==> src/rtl/sar_seq_pkg.sv <==
// Package: shared sizes and the control strobe type for the SAR sequencer.
// Assumes one resolution parameter; every frame position is derived from it.
package sar_seq_pkg;
    localparam int RES_W     = 8;            // converted code width
    localparam int CNT_W     = 5;            // frame counter width
    localparam int IDX_W     = $clog2(RES_W);
    localparam int FRAME_LEN = RES_W + 3;    // sample, trials, transfer, clear

    typedef struct packed {
        logic sample;   // sample-and-hold window
        logic step;     // one bit trial
        logic xfer;     // copy code to holding register
        logic clr;      // clear approximation register
    } sar_strobe_t;
endpackage

==> src/rtl/sar_frame_counter.sv <==
// Module: frame counter and strobe decoder.
// Counts 0 after reset, then 1..FRAME_LEN repeating. Decodes one strobe per
// cycle and the index of the bit under trial. Assumes FRAME_LEN < 2**CW.
module sar_frame_counter
    import sar_seq_pkg::*;
#(
    parameter int W  = RES_W,
    parameter int CW = CNT_W,
    parameter int IW = IDX_W
) (
    input  logic          clk,
    input  logic          rst_n,
    output sar_strobe_t   strb,
    output logic [IW-1:0] bit_idx
);
    localparam int LAST      = W + 3;
    localparam int LAST_STEP = W + 1;
    localparam int XFER_AT   = W + 2;

    logic [CW-1:0] cnt;
    logic [CW-1:0] rem;

    // Advance the frame position, wrapping from the last cycle to cycle 1.
    always_ff @(posedge clk) begin
        if (!rst_n)
            cnt <= '0;
        else if (cnt == CW'(LAST))
            cnt <= CW'(1);
        else
            cnt <= cnt + 1'b1;
    end

    // Decode the strobes and the bit under trial from the frame position.
    always_comb begin
        strb.sample = (cnt == CW'(1));
        strb.step   = (cnt >= CW'(2)) && (cnt <= CW'(LAST_STEP));
        strb.xfer   = (cnt == CW'(XFER_AT));
        strb.clr    = (cnt == CW'(LAST));
        rem         = CW'(LAST_STEP) - cnt;
        bit_idx     = rem[IW-1:0];
    end

    AST_CNT_RANGE: assert property (@(posedge clk) disable iff (!rst_n)
        cnt <= CW'(LAST));
    AST_CNT_WRAP: assert property (@(posedge clk) disable iff (!rst_n)
        (cnt == CW'(LAST)) |=> (cnt == CW'(1)));
    AST_CNT_STEP: assert property (@(posedge clk) disable iff (!rst_n)
        (cnt != CW'(LAST)) |=> (cnt == $past(cnt) + 1'b1));
    AST_STROBE_ONEHOT: assert property (@(posedge clk) disable iff (!rst_n)
        $onehot0({strb.sample, strb.step, strb.xfer, strb.clr}));
endmodule

==> src/rtl/sar_bit_engine.sv <==
// Module: successive-approximation register.
// Seeds the MSB on the sample strobe. On each step strobe it keeps or drops
// the bit under trial from the comparator and sets the next lower bit.
// Clears on the clear strobe. Assumes bit_idx is in range while step is high.
module sar_bit_engine
    import sar_seq_pkg::*;
#(
    parameter int W  = RES_W,
    parameter int IW = IDX_W
) (
    input  logic          clk,
    input  logic          rst_n,
    input  logic          sample,
    input  logic          step,
    input  logic          clr,
    input  logic [IW-1:0] bit_idx,
    input  logic          cmp_above,
    output logic [W-1:0]  code
);
    localparam logic [W-1:0] MSB_ONLY = {1'b1, {(W-1){1'b0}}};

    logic [W-1:0] code_nxt;

    // Work out the next trial code from the strobe in force.
    always_comb begin
        code_nxt = code;
        if (sample) begin
            code_nxt = MSB_ONLY;
        end else if (step) begin
            code_nxt[bit_idx] = cmp_above;
            if (bit_idx != '0)
                code_nxt[bit_idx - 1'b1] = 1'b1;
        end else if (clr) begin
            code_nxt = '0;
        end
    end

    // Register the trial code.
    always_ff @(posedge clk) begin
        if (!rst_n)
            code <= '0;
        else
            code <= code_nxt;
    end

    AST_SEED_MSB: assert property (@(posedge clk) disable iff (!rst_n)
        sample |=> (code == MSB_ONLY));
    AST_DECIDE: assert property (@(posedge clk) disable iff (!rst_n)
        step |=> (code[$past(bit_idx)] == $past(cmp_above)));
    AST_NEXT_TRIAL: assert property (@(posedge clk) disable iff (!rst_n)
        (step && bit_idx != '0) |=> code[$past(bit_idx) - 1'b1]);
    AST_CLEAR: assert property (@(posedge clk) disable iff (!rst_n)
        clr |=> (code == '0));
endmodule

==> src/rtl/sar_hold_reg.sv <==
// Module: output holding register for the reconstruction DAC.
// Loads only on its load strobe and holds its value at every other edge.
module sar_hold_reg
    import sar_seq_pkg::*;
#(
    parameter int W = RES_W
) (
    input  logic         clk,
    input  logic         rst_n,
    input  logic         load,
    input  logic [W-1:0] d,
    output logic [W-1:0] q
);
    // Capture the finished code on the transfer strobe.
    always_ff @(posedge clk) begin
        if (!rst_n)
            q <= '0;
        else if (load)
            q <= d;
    end

    AST_HOLD_STABLE: assert property (@(posedge clk) disable iff (!rst_n)
        !load |=> $stable(q));
    AST_HOLD_LOAD: assert property (@(posedge clk) disable iff (!rst_n)
        load |=> (q == $past(d)));
endmodule

==> src/rtl/sar_conv_seq.sv <==
// Module: top of the SAR conversion sequencer.
// Joins the frame counter, the approximation register and the holding
// register. Assumes an external DAC and comparator close the loop through
// trial_code and cmp_above within one cycle.
module sar_conv_seq
    import sar_seq_pkg::*;
(
    input  logic             clk,
    input  logic             rst_n,
    input  logic             cmp_above,
    output logic             sample_hold,
    output logic [RES_W-1:0] trial_code,
    output logic [RES_W-1:0] result,
    output logic             done
);
    sar_strobe_t      strb;
    logic [IDX_W-1:0] bit_idx;

    sar_frame_counter #(.W(RES_W), .CW(CNT_W), .IW(IDX_W)) u_cnt (
        .clk     (clk),
        .rst_n   (rst_n),
        .strb    (strb),
        .bit_idx (bit_idx)
    );

    sar_bit_engine #(.W(RES_W), .IW(IDX_W)) u_sar (
        .clk       (clk),
        .rst_n     (rst_n),
        .sample    (strb.sample),
        .step      (strb.step),
        .clr       (strb.clr),
        .bit_idx   (bit_idx),
        .cmp_above (cmp_above),
        .code      (trial_code)
    );

    sar_hold_reg #(.W(RES_W)) u_hold (
        .clk   (clk),
        .rst_n (rst_n),
        .load  (strb.xfer),
        .d     (trial_code),
        .q     (result)
    );

    // Bring the sample and transfer strobes out to the ports.
    always_comb begin
        sample_hold = strb.sample;
        done        = strb.xfer;
    end

    AST_DONE_RESULT: assert property (@(posedge clk) disable iff (!rst_n)
        done |=> (result == $past(trial_code)));
    AST_SH_NOT_DONE: assert property (@(posedge clk) disable iff (!rst_n)
        !(sample_hold && done));
    AST_SAMPLE_ZERO: assert property (@(posedge clk) disable iff (!rst_n)
        sample_hold |-> (trial_code == '0));
endmodule

==> config.mk <==
export PLATFORM = sky130hd
export DESIGN_NAME = sar_conv_seq
export DESIGN_NICKNAME = d
export VERILOG_FILES = /design/src/rtl/sar_seq_pkg.sv /design/src/rtl/sar_frame_counter.sv /design/src/rtl/sar_bit_engine.sv /design/src/rtl/sar_hold_reg.sv /design/src/rtl/sar_conv_seq.sv
export SDC_FILE = /design/constraint.sdc
export NUM_CORES = 1
export LEC_CHECK = 0
export BUFFER_PORTS_ARGS = -buffer_cell sky130_fd_sc_hd__buf_2
export CORE_MARGIN = 2
export CORE_UTILIZATION = 40
export CTS_BUF_LIST = sky130_fd_sc_hd__clkbuf_4 sky130_fd_sc_hd__clkbuf_8
export CTS_CLUSTER_DIAMETER = 200
export DETAILED_ROUTE_END_ITERATION = 16
export PLACE_DENSITY = 0.63
export SYNTH_ARGS = -nofsm -noshare
export SYNTH_HDL_FRONTEND = slang
export SYNTH_SLANG_ARGS = --single-unit
export TNS_END_PERCENT = 1
==> constraint.sdc <==
create_clock -name clk -period 1.9 [get_ports clk]
set_input_delay 0.095 -clock clk [delete_from_list [all_inputs] [get_ports clk]]
set_output_delay 0.095 -clock clk [all_outputs]
set_load 0.03 [all_outputs]
==> results of run 1 <==
-- cell usage in the layout, fill, tap and decap left out, drive strengths merged, types with 2 or more instances in the layout --
master and instances:
a21boi 10, a21oi 9, a22o 2, a31oi 2, a32o 5, buf 27
clkbuf 3, clkinv 2, dfxtp 21, ha 10, inv 5, nand2 25
nand3 5, nor2 8, nor3b 2, o21ai 3, o31ai 2, xnor2 2
-- worst max-delay path: stages, from the launching register on --
cell      delay (ns)
dfxtp_2         0.36
clkinv_2        0.09
ha_1            0.21
nand2_1         0.07
nand2_1         0.05
a311o_2         0.41
nor3b_4         0.35
a32o_1          0.23
-- per-layer routing --
metal	vias to the layer above	share of wire	track usage	wire length [um]
met4	0	0.016	0.06977	42
li1	509	-	-	-
met3	5	0.040	0.02268	108
met5	-	0	0	0
met2	26	0.49	0.3231	1336
met1	468	0.45	0.2266	1221
-- sequential cells by signal, summed over array words and instances (netlist names) --
name,count
u_hold.q,8
u_sar.code,8
u_cnt.cnt,5
-- cell usage after synthesis --
cell type	count	area (um^2)
nor2_1	8	30.03
clkinv_2	1	5.000
a22o_1	2	17.52
nor3b_4	2	37.54
a32o_1	5	50.05
inv_4	1	6.260
o31ai_1	2	15.01
nor4b_4	1	23.77
and2_1	1	6.260
clkbuf_1	2	7.510
xnor2_1	2	17.52
buf_2	1	5.000
a221o_2	1	11.26
a21boi_1	1	7.510
a21boi_0	9	67.56
nand2b_1	1	6.260
nand3_1	5	25.02
ha_1	10	125.1
a31oi_1	2	12.51
o21ai_0	3	15.01
clkinv_1	1	3.750
inv_1	3	11.26
a211oi_1	1	7.510
buf_6	1	11.26
nand2_1	25	93.84
nand3b_1	1	7.510
mux2_2	1	11.26
a21o_1	1	7.510
nor3_1	1	5.000
a221oi_1	1	8.760
xor2_1	1	8.760
a21oi_1	9	45.04
dfxtp_1	21	420.4
a311o_2	1	11.26
-- power groups by stage --
stage                     Clock [mW]  Sequential, mW  Combinational [mW]
after CTS                      0.230           0.478               0.274
after detailed placement           0           0.488               0.272
after global routing           0.246           0.484               0.311
final                          0.221           0.479               0.281
after floorplan                    0           0.515               0.174
after global placement             0           0.486               0.267
-- stage by stage --
step | setup slack, ns | hold WS [ns]
floorplan | 0.07660 | 0.2488
global placement | 0.1648 | 0.4463
detailed placement | 0.06238 | 0.4540
CTS | 0.003336 | 0.1425
global route | 0.003333 | 0.1555
finish | 0.07039 | 0.1493
-- how the worst max path moves through the flow --
stage | start | end | slack (ns) | depth (start not counted)
CTS | u_cnt.cnt[1] | sample_hold | 0.003 | 4
global route | u_cnt.cnt[2] | u_sar.code[3] | 0.003 | 7
floorplan | u_cnt.cnt[1] | u_sar.code[5] | 0.08 | 7
global placement | u_cnt.cnt[1] | u_sar.code[0] | 0.16 | 7
finish | u_cnt.cnt[2] | u_sar.code[1] | 0.07 | 7
detailed placement | u_cnt.cnt[1] | u_sar.code[1] | 0.06 | 6
-- cell families after synthesis --
logic type                 Yosys count
adders and majority gates           10
AOI/OAI and AO/OA                   38
DFF                                 21
xor gates and xnor gates             3
and+or+nand+nor                     45
muxes                                1
buffers and inverters               10
-- layout make-up --
| cell class | count | share of cell area |
|---|---|---|
| Clock inverter | 1 | 0.003697 |
| Tap cell | 31 | 0.02865 |
| Clock buffer | 3 | 0.01664 |
| Timing Repair Buffer | 27 | 0.1128 |
| Sequential cell | 21 | 0.3124 |
| Multi-Input combinational cell | 97 | 0.5046 |
| Inverter | 6 | 0.02126 |
-- repair_timing --
action	in CTS	in global routing
gates resized for setup	1	5
buffers inserted	0	1
pin swaps	0	1
setup endpoints to repair	1	9
==> metrics.cfg, run 1 <==
[critical_path]
critPathKind=register to register
r2r-start=u_cnt.cnt[2]
crit_arrival_ns=2.09
rrSetupSlack_ns=0.07
required_ns=2.16
crit_fanout=7
cp-end-kind=register
timing.rr.end=u_sar.code[1]
r2r_cells=7
start_kind=register

[final_layout]
drive_gt1_frac=0.2903
finalNonFillerCells=186
syn2layout_area_growth_pct=18.25
diodes=0
num-nets-final=169
multiInputGateArea_um2=683.2
postLayoutCoreUtil=0.4952
regArea_um2=422.9
fin_area_um2=1354
n_fill_cell=278

[yosys]
synth_seq_cells=21
yosysSeqAreaShare=0.3672
syn_avg_cell_area_um2=8.944
yosys.area_share.simple=0.2055
synth.area.mux_share=0.009836
synth_adder_area_share=0.1093
syn_inst=128
ys_types=34
syn-num-nets=141
synth_xor_area_frac=0.02295
netlist_area_um2=1145
yosysWarnings=0
synth_top_family_by_area=compound AO/OA/AOI/OAI gates
synth-compound-area-share=0.2415

[pwr]
seqPwrFrac=0.488
p_total_mw=0.9814
p_leak_nw=0.5879
clockPowerShare=0.225
peakVddDrop_uv=469.4
p_per_area_nw_per_um2=724.9
power.internal_mw=0.6536
combPwrFrac=0.287
p_sw_frac=0.3340
p_switching_mw=0.3278

[grt]
grt_max_degree=14
grt_use_total=0.1835
antenna_found_initial=0
grt_pass1_vias=977
grt_pass1_wl_um=4609
gr-total-overflow=0

[route]
wl_per_cell_um=14.56
drc_errors=0
ant_nets=0
routed_wirelength_um=2708
via_per_inst=5.419
drtIter0Drc=29
vias=1008
drt_pass1_iterations=4

[worst_hold_path]
hold_depth=2
worstHoldEndpoint=u_hold.q[0]
worstHoldStart=rst_n
min_path_type=input port to register

[clock_tree]
cts_root_buffer=clkbuf_4
clock_latency_ns=0.31
cts_buffer_depth=2
cts.sinks=21
htree_levels=1
cts_buffers=3
path_clk_slew_ns=0.12
cts_tree=built
cts_hold_buf=0

[sta]
fin_crit_ns=1.830
fin_skew_ns=0.005558
tightest_slew_ns=0.3554
setup_viol=0
drv_slew=0
finalHoldViolCount=0
rsz0062_at_grt=false
finalSetupTns_ns=0
fmax_ghz=0.5466
post-route-period-util=0.9630
slew_headroom=0.7628

[die]
die-area_um2=3306
fp.dieW_um=57.50
io_pins=21
start_util=0.4188
die_y_um=57.50
core-area_um2=2734
rows=19

[placed_design]
place_congestion=0.8374
port_buffers=20
place_inst=181
dp_hpwl_um=1975
dpl-instance-area_um2=1306

[status]
outcome=finished, final reports clean

[job]
cap_viol_max_count=0

No activity file was read; power rests on OpenSTA's default activity.
==> inputs of run 2 (changes only) <==
BUFFER_PORTS_ARGS = -buffer_cell sky130_fd_sc_hd__buf_4   (was -buffer_cell sky130_fd_sc_hd__buf_2)
PLACE_DENSITY = not set   (was 0.63)
==> run 2 against run 1 <==
  * Cell count fell by 0.54%
  * Clock power rose by 3%
  * Non-clock buffer count shrank 1
  * Die area is the same
  * Largest cell class unchanged
  * Critical path type unchanged
  * Count of clock-buffer cells in the layout is the same
  * Sequential power hardly changed
  * Setup slack better by 0.034 ns
  * Highest routed layer unchanged
  * Combinational power grew 3%
==> metrics.cfg, run 2 (synthesis results as in run 1) <==
[final_layout]
syn2layout_area_growth_pct=21.53
finalNonFillerCells=185
num-nets-final=168
diodes=0
drive_gt1_frac=0.2857
n_fill_cell=277
postLayoutCoreUtil=0.5089
regArea_um2=424.2
biggestRegsByFlops=u_hold.q: 8 flops, u_sar.code: 8 flops, u_cnt.cnt: 5 flops
final_common_cell=buf_4
multiInputGateArea_um2=676.9
final_cell_mix=26 x buf_4, 25 x nand2_1, 18 x dfxtp_1
fin_area_um2=1391

[placed_design]
dp_hpwl_um=2005
port_buffers=20
place_congestion=0.7821
pre_cts_slack_ns=0.08250
dpl-instance-area_um2=1356
place_inst=181

[sta]
fin_crit_ns=1.796
setup_viol=0
holdWs_ns=0.09687
timing.final.ws_setup_ns=0.1040
post-route-period-util=0.9453
rsz0062_at_grt=false
tightest_slew_ns=0.4544
finalHoldViolCount=0
finalSetupTns_ns=0
fin_skew_ns=0.001779
fmax_ghz=0.5568
slew_headroom=0.6958
drv_slew=0

[critical_path]
max_stage_delay_ns=0.42
crit_arrival_ns=2.06
start_kind=register
r2r_cells=7
required_ns=2.16
cp-end-kind=register
crit_buf_inv=1
critPathMostFrequentCell=nand2_1
r2r-start=u_cnt.cnt[1]
timing.rr.end=u_sar.code[0]
rrSetupSlack_ns=0.10
crit_fanout=7
critPathKind=register to register
crit_family=compound AO/OA/AOI/OAI gates
critPathSlowestCell=a311o_2
critical_path.cell_chain=inv_2 > ha_1 > nand2_1 > nand2_1 > a311o_2 > nor3b_4 > a32o_1

[worst_hold_path]
min_path_type=input port to register
hold_depth=2
worstHoldStart=rst_n
worstHoldEndpoint=u_cnt.cnt[0]

[pwr]
p_leak_nw=0.5820
p_total_mw=0.9972
p_per_area_nw_per_um2=716.8
peakVddDrop_uv=446.6

[route]
drc_errors=0
wl_per_cell_um=14.94
via_per_inst=5.486
routed_wirelength_um=2763
drt_pass1_iterations=4
vias=1015
drtIter0Drc=41
ant_nets=0

[die]
start_util=0.4188
core-area_um2=2734
fp.dieW_um=57.50
io_pins=21
die-area_um2=3306
rows=19
die_y_um=57.50

[clock_tree]
cts.sinks=21
clock_latency_ns=0.31
post_cts_buffers=0
path_clk_slew_ns=0.13
cts_buffer_depth=2
cts_root_buffer=clkbuf_4
htree_levels=1
cts_buffers=3
cts_tree=built

[grt]
grt_max_degree=14
grt_pass1_vias=999
gr-total-overflow=0
antenna_found_initial=0
grt_pass1_wl_um=4540
grt_use_total=0.1814

[job]
cap_viol_max_count=0

[status]
outcome=finished, final reports clean

run 2: cell types whose count changed in the layout (fill, tap and decap cells not counted), sizes merged:
cell and delta:
buf -1
run 2: what timing repair did:
action,in CTS,in global routing
endpoints found under the setup margin,1,9
hold buffers,0,0
gates resized for setup,1,5
pin swaps,0,5
run 2: cell type report:
class,count,area share
clock buffer,3,0.01619
sequential,21,0.3049
inverter,6,0.02068
clock inverter,1,0.003597
tap,31,0.02788
timing repair buffer,26,0.1403
multi-input combinational,97,0.4865
run 2: metal layers:
metal / vias up / GRT usage / wire, um / share of wire
li1: 505 / - / - / -
met1: 469 / 0.2275 / 1208 / 0.44
met2: 33 / 0.3117 / 1387 / 0.50
met3: 8 / 0.02041 / 101 / 0.037
met4: 0 / 0.07973 / 65 / 0.024
met5: - / 0 / 0 / 0
run 2: worst max-delay path by stage:
| stage | cells after the start | end | from | slack (ns) |
|---|---|---|---|---|
| 3_3_place_gp | 7 | u_sar.code[0] | u_cnt.cnt[1] | 0.16 |
| 2_1_floorplan | 7 | u_sar.code[5] | u_cnt.cnt[1] | 0.08 |
| 3_5_place_dp | 6 | u_sar.code[0] | u_cnt.cnt[1] | 0.08 |
| 4_1_cts | 6 | u_sar.code[0] | u_cnt.cnt[1] | 0.05 |
| 6_report | 7 | u_sar.code[0] | u_cnt.cnt[1] | 0.10 |
| 5_1_grt | 6 | u_sar.code[2] | u_cnt.cnt[1] | 0.02 |
run 2: where the power goes:
group | leakage, nW | internal [mW] | switching, mW | total (mW)
Clock | 0.0177 | 0.0788 | 0.149 | 0.228
Sequential | 0.171 | 0.460 | 0.0190 | 0.479
Combinational | 0.393 | 0.122 | 0.168 | 0.290
==> inputs of run 3 (changes only) <==
SYNTH_HIERARCHICAL = 1   (was not set)
==> run 3 against run 2 <==
  * Die area rose by 9.2%
  * Combinational power rose by 18%
  * Critical path depth increased by 1
  * Critical endpoint is now u_sar/code[1]
==> metrics.cfg, run 3 <==
[status]
outcome=finished, final reports clean

[grt]
grt_pass1_wl_um=4912
gr-total-overflow=0
antenna_found_initial=0
grt_use_total=0.1866
grt_max_degree=21
grt_pass1_vias=1003

[sta]
tightest_slew_ns=0.4972
fmax_ghz=0.5412
drv_slew=0
rsz0062_at_grt=true
fin_crit_ns=1.848
fin_skew_ns=0.002914
timing.final.ws_setup_ns=0.05213
holdWs_ns=0.1140
slew_headroom=0.6660
post-route-period-util=0.9726
finalHoldViolCount=0
setup_viol=0

[final_layout]
postLayoutCoreUtil=0.5343
biggestRegsByFlops=u_hold/q: 8 flops, u_sar/code: 8 flops, u_cnt/cnt: 5 flops
num-nets-final=172
final_cell_mix=31 x buf_4, 18 x dfxtp_1, 16 x mux2i_1, 10 x nand2_1, 8 x nor2b_1
final_common_cell=buf_4
syn2layout_area_growth_pct=28.53
finalNonFillerCells=203
drive_gt1_frac=0.3711
diodes=0

[critical_path]
crit_family=compound AO/OA/AOI/OAI gates
max_stage_delay_ns=0.39
crit_fanout=5
critPathSlowestCell=a311oi_4
rrSetupSlack_ns=0.05
required_ns=2.15
start_kind=register
cp-end-kind=register
crit_buf_inv=2
critPathKind=register to register
crit_arrival_ns=2.09
critical_path.cell_chain=inv_4 > ha_2 > nand2_2 > a311oi_4 > buf_4 > and3b_2 > o2111ai_2 > o211ai_1

[yosys]
synth-compound-area-share=0.1392
synth_seq_cells=21
synth.largest_area_cell=dfxtp_1
yosysWarnings=6
syn-num-nets=142
synth.area.mux_share=0.1272
synth_top_family_by_area=simple AND/OR/NAND/NOR gates
syn_inst=130
yosysSeqAreaShare=0.3340
synthMostInstantiatedCell=dfxtp_1
netlist_area_um2=1259
ys_types=38
synth_common_cells=21 x dfxtp_1, 16 x mux2i_1, 12 x nand2_1
netlist.area_leader.share=0.3340
synth_edf_count=0
yosys.area_share.simple=0.2475
synth.area.top_cells=dfxtp_1 33%, mux2i_1 13%, ha_1 8.9%, o211ai_1 4.2%, nor2b_1 4.0%
synth_xor_area_frac=0.006958
ys.flop_type=dfxtp_1
postSynth.asyncResetShare=0
syn_avg_cell_area_um2=9.682
synth_adder_area_share=0.08946

[die]
die-area_um2=3611
die_y_um=60.10
fp.dieW_um=60.10
rows=20
io_pins=21
start_util=0.4157
core-area_um2=3028

[clock_tree]
htree_levels=1
path_clk_slew_ns=0.12
cts_tree=built
cts_root_buffer=clkbuf_4
cts_buffers=3
cts_buffer_depth=2
cts_hold_buf=0
clock_latency_ns=0.31
cts.sinks=21

[route]
vias=1074
via_per_inst=5.291
drt_pass1_iterations=4
wl_per_cell_um=15.04
ant_nets=0
drc_errors=0
drtIter0Drc=18
routed_wirelength_um=3054

[placed_design]
place_inst=197
place_congestion=0.7820
port_buffers=20
pre_cts_slack_ns=-0.002372
dp_hpwl_um=2032

[pwr]
p_leak_nw=0.6567
peakVddDrop_uv=317.9
p_total_mw=1.063
p_per_area_nw_per_um2=657.1

[worst_hold_path]
min_path_type=input port to register

[job]
cap_viol_max_count=0

## run 3: cell types whose count changed after synthesis, moves of 3 or more
| cell | change |
|---|---|
| nor2_1 | -5 |
| nor3b_1 | +5 |
| nand2_1 | -13 |
| o211ai_1 | +7 |
| mux2i_1 | +16 |
| a21boi_0 | -8 |
| o221ai_1 | +3 |
| a21oi_1 | -9 |
| inv_1 | +4 |
| a32o_1 | -5 |
| o2111ai_1 | +4 |
| nor2b_1 | +8 |
## run 3: metal layers
| metal | up-vias | routed length, um | track usage |
|---|---|---|---|
| li1 | 531 | - | - |
| met1 | 519 | 1442 | 0.2572 |
| met2 | 19 | 1469 | 0.2888 |
| met3 | 5 | 91 | 0.02814 |
| met4 | 0 | 50 | 0.07619 |
| met5 | - | 0 | 0 |
## run 3: report_power, final
group	switching, mW	internal [mW]
Combinational	0.195	0.149
Sequential	0.0206	0.461
Clock	0.142	0.0965
## run 3: worst reg2reg max path: cells and delay by family (launching register included)
family	cells	cell delay, ns
AND/OR/NAND/NOR	2	0.32
flip-flops	1	0.38
adder cells (fa/ha/maj)	1	0.19
buffers and inverters	2	0.26
AO/OA/AOI/OAI	3	0.63
## run 3: logic make-up (layout without fill, tap and decap cells)
| group | after synthesis | in the layout |
|---|---|---|
| xor gates and xnor gates | 1 | 1 |
| muxes | 16 | 16 |
| buffers and inverters | 13 | 42 |
| and+or+nand+nor | 49 | 49 |
| AOI/OAI and AO/OA | 21 | 21 |
| adders and majority gates | 9 | 9 |
| DFF | 21 | 21 |
## run 3: area by class of cell
class,instances,area [um^2]
inverter,7,31.28
timing repair buffer,31,232.7
multi-input combinational,96,842.1
fill,284,1410
sequential,21,426.7
clock buffer,4,30.03
tap,44,55.05
## run 3: repair_timing
item	CTS	global route
buffers inserted	0	2
pin swaps	0	7
resized for setup	1	16
setup endpoints to repair	3	10
## run 3: path summary, 6_finish.rpt
check | from | end | cells past startpoint
hold reg to reg | u_sar/code[3] | u_sar/code[3] | 2
setup / recovery | u_cnt/cnt[1] | u_sar/code[1] | 8
setup reg to reg | u_cnt/cnt[1] | u_sar/code[1] | 8
hold / removal | rst_n | u_cnt/cnt[0] | 2
## run 3: through the flow
| step | setup TNS (ns) | cell area, um^2 |
|---|---|---|
| floorplan | 0 | 1284 |
| global placement | 0 | 1513 |
| detailed placement | -0.002372 | 1513 |
| CTS | -0.02367 | 1546 |
| global route | -0.1126 | 1618 |
| finish | 0 | 1618 |
